## config.mk

```make
export PLATFORM = sky130hd
export DESIGN_NAME = nest_irq_ctrl
export DESIGN_NICKNAME = d
export VERILOG_FILES = /design/src/rtl/irq_pkg.sv /design/src/rtl/irq_prio_arb.sv /design/src/rtl/irq_svc_stack.sv /design/src/rtl/irq_vec_enc.sv /design/src/rtl/nest_irq_ctrl.sv
export SDC_FILE = /design/constraint.sdc
export NUM_CORES = 1
export LEC_CHECK = 0
export BUFFER_PORTS_ARGS = -buffer_cell sky130_fd_sc_hd__buf_4
export CAP_MARGIN = 20
export CORE_MARGIN = 5
export CORE_UTILIZATION = 50
export DETAILED_ROUTE_END_ITERATION = 10
export GPL_ROUTABILITY_DRIVEN = 1
export PLACE_DENSITY = 0.8
export SYNTH_ARGS = -nofsm -noshare
export SYNTH_HDL_FRONTEND = slang
export SYNTH_SLANG_ARGS = --single-unit
```

## constraint.sdc

```tcl
create_clock -name clk_i -period 2.85 [get_ports clk_i]
set_input_delay 0.57 -clock clk_i [delete_from_list [all_inputs] [get_ports clk_i]]
set_output_delay 0.57 -clock clk_i [all_outputs]
set_load 0.005 [all_outputs]
```

## src/rtl/irq_pkg.sv

```systemverilog
package irq_pkg;
  localparam int unsigned VEC_STRIDE = 8;
  localparam int unsigned VEC_OFFSET = 3;

  function automatic int unsigned vec_addr_of(input int unsigned idx);
    return idx * VEC_STRIDE + VEC_OFFSET;
  endfunction
endpackage

```

## src/rtl/irq_prio_arb.sv

```systemverilog
module irq_prio_arb #(
  parameter int unsigned NUM_SRC = 11,
  parameter int unsigned LVL_W   = 2,
  parameter int unsigned IDX_W   = $clog2(NUM_SRC)
) (
  input  logic                     clk_i,
  input  logic                     rst_ni,
  input  logic [NUM_SRC-1:0]       req_i,
  input  logic [NUM_SRC-1:0]       en_i,
  input  logic                     gen_i,
  input  logic [NUM_SRC*LVL_W-1:0] prio_i,
  output logic                     win_vld_o,
  output logic [IDX_W-1:0]         win_idx_o,
  output logic [LVL_W-1:0]         win_lvl_o
);
  logic [NUM_SRC-1:0] elig;
  assign elig = req_i & en_i & {NUM_SRC{gen_i}};

  // strict > keeps the lowest index among equal levels
  always_comb begin
    win_vld_o = 1'b0;
    win_idx_o = '0;
    win_lvl_o = '0;
    for (int i = 0; i < NUM_SRC; i++) begin
      if (elig[i] && (!win_vld_o || prio_i[i*LVL_W +: LVL_W] > win_lvl_o)) begin
        win_vld_o = 1'b1;
        win_idx_o = IDX_W'(i);
        win_lvl_o = prio_i[i*LVL_W +: LVL_W];
      end
    end
  end

  a_r2_winner_eligible: assert property (@(posedge clk_i) disable iff (!rst_ni)
    win_vld_o |-> (req_i[win_idx_o] && en_i[win_idx_o] && gen_i));

  for (genvar g = 0; g < NUM_SRC; g++) begin : g_chk
    a_r3_no_higher_pending: assert property (@(posedge clk_i) disable iff (!rst_ni)
      elig[g] |-> (win_vld_o && prio_i[g*LVL_W +: LVL_W] <= win_lvl_o));
    a_r4_tie_lowest: assert property (@(posedge clk_i) disable iff (!rst_ni)
      (elig[g] && win_vld_o && prio_i[g*LVL_W +: LVL_W] == win_lvl_o) |-> (IDX_W'(g) >= win_idx_o));
  end
endmodule

```

## src/rtl/irq_svc_stack.sv

```systemverilog
module irq_svc_stack #(
  parameter int unsigned LVL_W   = 2,
  localparam int unsigned NUM_LVL = 1 << LVL_W
) (
  input  logic               clk_i,
  input  logic               rst_ni,
  input  logic               set_i,
  input  logic [LVL_W-1:0]   set_lvl_i,
  input  logic               pop_i,
  output logic [NUM_LVL-1:0] mask_o,
  output logic               top_vld_o,
  output logic [LVL_W-1:0]   top_lvl_o
);
  logic [NUM_LVL-1:0] mask_q, mask_d;

  always_comb begin
    top_vld_o = 1'b0;
    top_lvl_o = '0;
    for (int l = 0; l < NUM_LVL; l++) begin
      if (mask_q[l]) begin
        top_vld_o = 1'b1;
        top_lvl_o = LVL_W'(l);
      end
    end
  end

  always_comb begin
    mask_d = mask_q;
    if (pop_i && top_vld_o) mask_d[top_lvl_o] = 1'b0;
    if (set_i)              mask_d[set_lvl_i] = 1'b1;
  end

  always_ff @(posedge clk_i or negedge rst_ni) begin
    if (!rst_ni) mask_q <= '0;
    else         mask_q <= mask_d;
  end

  assign mask_o = mask_q;

  a_r5_set_above_top: assert property (@(posedge clk_i) disable iff (!rst_ni)
    set_i |-> (!top_vld_o || set_lvl_i > top_lvl_o));
  a_r8_pop_removes_one: assert property (@(posedge clk_i) disable iff (!rst_ni)
    (pop_i && top_vld_o) |=> ($countones(mask_o) == $countones($past(mask_o)) - 1));
  a_r8_pop_empty_stays: assert property (@(posedge clk_i) disable iff (!rst_ni)
    (pop_i && !top_vld_o) |=> (mask_o == '0));
  a_r8_no_set_on_pop: assert property (@(posedge clk_i) disable iff (!rst_ni)
    !(set_i && pop_i));
endmodule

```

## src/rtl/irq_vec_enc.sv

```systemverilog
module irq_vec_enc #(
  parameter int unsigned NUM_SRC = 11,
  parameter int unsigned IDX_W   = $clog2(NUM_SRC),
  parameter int unsigned ADDR_W  = IDX_W + 3
) (
  input  logic [IDX_W-1:0]   idx_i,
  output logic [ADDR_W-1:0]  addr_o,
  output logic [NUM_SRC-1:0] sel_o
);
  assign addr_o = ADDR_W'(irq_pkg::vec_addr_of(32'(idx_i)));

  for (genvar g = 0; g < NUM_SRC; g++) begin : g_sel
    assign sel_o[g] = (idx_i == IDX_W'(g));
  end
endmodule

```

## src/rtl/nest_irq_ctrl.sv

```systemverilog
module nest_irq_ctrl #(
  parameter int unsigned NUM_SRC = 11,
  parameter int unsigned LVL_W   = 2,
  localparam int unsigned NUM_LVL = 1 << LVL_W,
  localparam int unsigned IDX_W   = $clog2(NUM_SRC),
  localparam int unsigned ADDR_W  = IDX_W + $clog2(irq_pkg::VEC_STRIDE)
) (
  input  logic                     clk_i,
  input  logic                     rst_ni,
  input  logic [NUM_SRC-1:0]       req_i,
  input  logic [NUM_SRC-1:0]       en_i,
  input  logic                     gen_i,
  input  logic [NUM_SRC*LVL_W-1:0] prio_i,
  input  logic                     reti_i,
  output logic                     irq_o,
  output logic [IDX_W-1:0]         vec_idx_o,
  output logic [ADDR_W-1:0]        vec_addr_o,
  output logic [NUM_SRC-1:0]       ack_o,
  output logic [NUM_LVL-1:0]       in_svc_o
);
  logic               win_vld;
  logic [IDX_W-1:0]   win_idx;
  logic [LVL_W-1:0]   win_lvl;
  logic               top_vld;
  logic [LVL_W-1:0]   top_lvl;
  logic               take;
  logic [ADDR_W-1:0]  enc_addr;
  logic [NUM_SRC-1:0] enc_sel;

  irq_prio_arb #(.NUM_SRC(NUM_SRC), .LVL_W(LVL_W), .IDX_W(IDX_W)) u_arb (
    .clk_i(clk_i), .rst_ni(rst_ni),
    .req_i(req_i), .en_i(en_i), .gen_i(gen_i), .prio_i(prio_i),
    .win_vld_o(win_vld), .win_idx_o(win_idx), .win_lvl_o(win_lvl)
  );

  // release has precedence: no new entry on a RETI edge
  assign take = win_vld && !reti_i && (!top_vld || win_lvl > top_lvl);

  irq_svc_stack #(.LVL_W(LVL_W)) u_stack (
    .clk_i(clk_i), .rst_ni(rst_ni),
    .set_i(take), .set_lvl_i(win_lvl), .pop_i(reti_i),
    .mask_o(in_svc_o), .top_vld_o(top_vld), .top_lvl_o(top_lvl)
  );

  irq_vec_enc #(.NUM_SRC(NUM_SRC), .IDX_W(IDX_W), .ADDR_W(ADDR_W)) u_enc (
    .idx_i(win_idx), .addr_o(enc_addr), .sel_o(enc_sel)
  );

  always_ff @(posedge clk_i or negedge rst_ni) begin
    if (!rst_ni) begin
      irq_o      <= 1'b0;
      vec_idx_o  <= '0;
      vec_addr_o <= '0;
      ack_o      <= '0;
    end else begin
      irq_o      <= take;
      vec_idx_o  <= take ? win_idx  : '0;
      vec_addr_o <= take ? enc_addr : '0;
      ack_o      <= take ? enc_sel  : '0;
    end
  end

  a_r6_ack_onehot: assert property (@(posedge clk_i) disable iff (!rst_ni)
    irq_o |-> ($countones(ack_o) == 1 && ack_o[vec_idx_o]));
  a_r6_ack_only_with_irq: assert property (@(posedge clk_i) disable iff (!rst_ni)
    !irq_o |-> (ack_o == '0));
  a_r6_level_marked: assert property (@(posedge clk_i) disable iff (!rst_ni)
    irq_o |-> (in_svc_o != '0));
  a_r7_vec_offset: assert property (@(posedge clk_i) disable iff (!rst_ni)
    irq_o |-> (vec_addr_o[2:0] == 3'(irq_pkg::VEC_OFFSET)));
  a_r8_no_take_on_reti: assert property (@(posedge clk_i) disable iff (!rst_ni)
    reti_i |=> !irq_o);
  a_r2_gen_gate: assert property (@(posedge clk_i) disable iff (!rst_ni)
    !gen_i |=> !irq_o);
endmodule

```

==> flow_summary.ini, run 1 <==
[run_status]
run_status = stopped before the end
stop_stage = 4_1_cts
firstError = [ERROR DPL-0038] Utilization greater than 100%, impossible to legalize

[synth]
yosysUniqueCellTypes = 59
yosysMostFrequentCell = nand2_1
synth_common_cells = nand2_1, inv_1, dfrtp_1
ys_warn_count = 0
syn_area_um2 = 2120
synth-seq-area-share_pct = 23.6
synth-edff-count = 0
yosys_register_bits = 20
synth.top_cell.area_share_pct = 23.6
synth_area_leader_cell = dfrtp_1
syn-num-nets = 337
syn_area_per_cell_um2 = 7.87
yosys_most_used_dff = dfrtp_1
synth_area_leaders = dfrtp_1, ha_1, nand2_1, inv_1, o21ai_0
async_flop_share_pct = 100
syn_inst = 270

[clock_tree]
cts_resized = 54
cts_sinks = 20
post_cts_buffers = 46
numCtsBuffers = 3
h-tree-depth = 1
cts.path.max_buffers = 2
ctsHoldBuffers = 0
cts-root-buf = clkbuf_8

[placement]
post-dp-hpwl_um = 6280
dp_slack_ns = -11.23
dp_cells = 469
place_congestion = 0.883
numPortBuffers = 73

[floorplan]
num_rows = 23
die-height_um = 75.2
ios = 75
fp.dieW_um = 75.2
start_util_pct = 52.4
## kinds of logic after synthesis
family / Yosys count / share of synthesized area, %
AO/OA/AOI/OAI: 79 / 26.3
adder cells (fa/ha/maj): 19 / 11.2
buffers and inverters: 37 / 7.95
flip-flops: 20 / 23.6
multiplexers: 4 / 2.24
other: 1 / 0.177
AND/OR/NAND/NOR: 110 / 28.6
## metrics by stage
step | area [um^2] | TNS, ns
after floorplan | 2370 | -213.15
after global placement | 3540 | -212.64
after detailed placement | 3540 | -220.69
==> inputs of run 2 (changes only) <==
- CORE_UTILIZATION: 50 -> 35
- PLACE_DENSITY: 0.8 -> unset
- PLACE_DENSITY_LB_ADDON: unset -> 0.15
==> run 2 against run 1 <==
The flow now finishes, with violations (setup timing). Synthesized cell count unchanged. Synthesized area unchanged.
==> flow_summary.ini, run 2 <==
[run_status]
run_status = complete, but fails checks
violations = setup timing

[routing]
drtIter0Drc = 199
drtAntennaViolNets = 0
routed_via_density = 5.43
drc_errors = 0
wirelength_um = 9730
routed-via-count = 3190
first_pass_iters = 4
post_drt_wl_per_cell_um = 16.5

[global_route]
grt_pass1_vias = 3203
grt_util_all_layers_pct = 22.8
grt_max_degree = 21
antenna_found_initial = 0
grt_pass1_wl_um = 14200
grt-ovfl-total = 0

[synth]
yosys.area_share.xor_xnor_pct = 0
async_flop_share_pct = 100
synth_compound_area_share_pct = 26.3
yosysUniqueCellTypes = 59
synth_top_family_by_area = simple AND/OR/NAND/NOR gates
synth-edff-count = 0
yosys_register_bits = 20
synth_common_cells = nand2_1, inv_1, dfrtp_1
yosys_most_used_dff = dfrtp_1
syn-num-nets = 337
synth_area_leader_cell = dfrtp_1
synth_area_leaders = dfrtp_1, ha_1, nand2_1, inv_1, o21ai_0
ys_warn_count = 0
syn_area_per_cell_um2 = 7.87
syn_area_um2 = 2120
synth_simple_gate_area_share_pct = 28.6
yosys.area_share.adder_pct = 11.2
synth-seq-area-share_pct = 23.6
synthMuxAreaShare_pct = 2.24
yosysMostFrequentCell = nand2_1
synth.top_cell.area_share_pct = 23.6
syn_inst = 270

[power_and_ir_drop]
seqPwrFrac_pct = 17.8
switching_power_w = 0.000737
switching_share_pct = 36.3
p_leak_nw = 2.42
p_int_w = 0.00129
ir_drop_v = 0.000382
power_frac_clock_pct = 13.7
cellPowerDensity_nw_per_um2 = 431
pwr-share-comb_pct = 68.5
p_total_w = 0.00203

[timing]
worstMarginPinSlew_ns = 0.518
hold_viol_final = 0
fmax_ghz = 0.0740
finalSetupViolations = 20
finClkSkew_ns = 0.00621
fin_crit_sh_pct = 474
rsz0062_at_grt = yes
fin_crit_ns = 13.52
setup_slack_ns = -10.67
setup-tns-final_ns = -208.98
relSlewSlack_pct = 65.3
slew_violations = 0

[clock_tree]
cts-root-buf = clkbuf_8
clk_latency_ns = 0.26
tritoncts = done
cts.path.max_buffers = 2
cts.clk_slew.worst_paths_ns = 0.07
ctsHoldBuffers = 0
numCtsBuffers = 3
h-tree-depth = 1
cts_sinks = 20

[worst_setup_path]
path_common_cell = o21ai_2
criticalPathCategory = in2reg
crit_buf_inv = 13
worst_ep_required_time_ns = 3.03
critPathMaxStageDelay_ns = 0.35
cp.arrival_ns = 13.70
path_max_fanout = 6
reg2reg_from = u_stack.mask_o[3]$_DFF_PN0_
cp.depth = 86
cp-end-kind = register
critical-path-top-delay-family = compound AO/OA/AOI/OAI gates
timing.rr.end = u_stack.mask_o[3]$_DFF_PN0_
cp-start-kind = primary input
reg2reg_depth = 13
crit_slowest_cell = a211o_1
crit_start = gen_i
endpoint = u_stack.mask_o[3]$_DFF_PN0_
r2r_slack_ns = 0.57

[placement]
numPortBuffers = 73
place_congestion = 0.828
dp_slack_ns = -11.14
post-dp-hpwl_um = 5870
dpl_cell_area_um2 = 3610

[floorplan]
fp.dieW_um = 87.9
num_rows = 28
ios = 75
die-height_um = 87.9
start_util_pct = 35.9
core_region_area_um2 = 5920
die-area_um2 = 7730

[finish]
top_register = ack_o
fill_cells = 356
mostFrequentLayoutCells = buf_4, inv_1, nand2_1
largest_reg_flops = 11
multiInputGateArea_um2 = 2030
seq_area_um2 = 500
fin_area_um2 = 4710
final_common_cell = buf_4
diodes = 0
nNetsFinal = 581
drive_gt1_share_pct = 67.8
synthToLayoutAreaGrowth_pct = 122

[worst_hold_path]
worstHoldPathType = in2async

[run]
cap_violations = 0
## run 2: layout make-up
class / count / share of cell area (%)
timing repair buffer: 251 / 40.7
inverter: 25 / 1.99
multi-input combinational: 213 / 43.2
sequential: 20 / 10.6
clock inverter: 1 / 0.637
clock buffer: 3 / 0.876
tap: 75 / 1.99
## run 2: how the worst min path moves through the flow
stage | depth (start not counted) | from | slack, ns | endpoint
after detailed placement | 1 | rst_ni | 0.45 | ack_o[4]$_DFF_PN0_
after global placement | 1 | rst_ni | 0.45 | ack_o[1]$_DFF_PN0_
final | 1 | rst_ni | 0.17 | vec_addr_o[6]$_DFF_PN0_
after CTS | 1 | rst_ni | 0.18 | vec_idx_o[2]$_DFF_PN0_
after global routing | 1 | rst_ni | 0.19 | vec_idx_o[2]$_DFF_PN0_
after floorplan | 0 | rst_ni | 0.27 | ack_o[0]$_DFF_PN0_
## run 2: cells by family after synthesis
family                   after synthesis
adder cells (fa/ha/maj)               19
multiplexers                           4
other                                  1
AO/OA/AOI/OAI                         79
buffers and inverters                 37
flip-flops                            20
AND/OR/NAND/NOR                      110
## run 2: stage by stage
stage | hold slack, ns | cells | util, %
finish | 0.170 | 588 | 79.6
global route | 0.186 | 588 | 79.6
CTS | 0.176 | 573 | 74.8
detailed placement | 0.453 | 499 | 61.0
global placement | 0.449 | 499 | 61.0
floorplan | 0.274 | 270 | -
## run 2: power groups by stage
stage,clock [W],combinational (W),sequential (W)
after global routing,0.000293,0.00148,0.000368
after detailed placement,0,0.000914,0.000368
after global placement,0,0.000893,0.000366
after floorplan,0,0.000502,0.000366
after CTS,0.000279,0.00119,0.000362
final,0.000279,0.00139,0.000362
## run 2: worst register-to-register path, cell delays in order (launching register included)
cell and delay [ns]:
dfrtp_1 0.41, nor2_1 0.27, ha_4 0.17, nor2b_1 0.15
o21ai_2 0.08, a21oi_2 0.18, o41ai_2 0.12, inv_1 0.11
buf_4 0.11, buf_4 0.09, buf_6 0.09, o21ai_2 0.05
o32a_1 0.28, o21ai_1 0.09
## run 2: layer usage
layer | share of wire (%) | global-route usage (%) | up-vias | wire length (um)
met2 | 51 | 42.1 | 148 | 4920
met3 | 6.4 | 2.16 | 43 | 618
met5 | 0 | 0 | - | 0
met4 | 4.2 | 11.0 | 0 | 410
li1 | - | - | 1477 | -
met1 | 39 | 26.0 | 1522 | 3780
## run 2: repair_timing
item | CTS | global route
buffers inserted | 71 | 18
gates resized for setup | 51 | 31
pin swaps | 30 | 23
setup endpoints to repair | 20 | 20
Note: power is estimated with default switching activity, not from simulation.
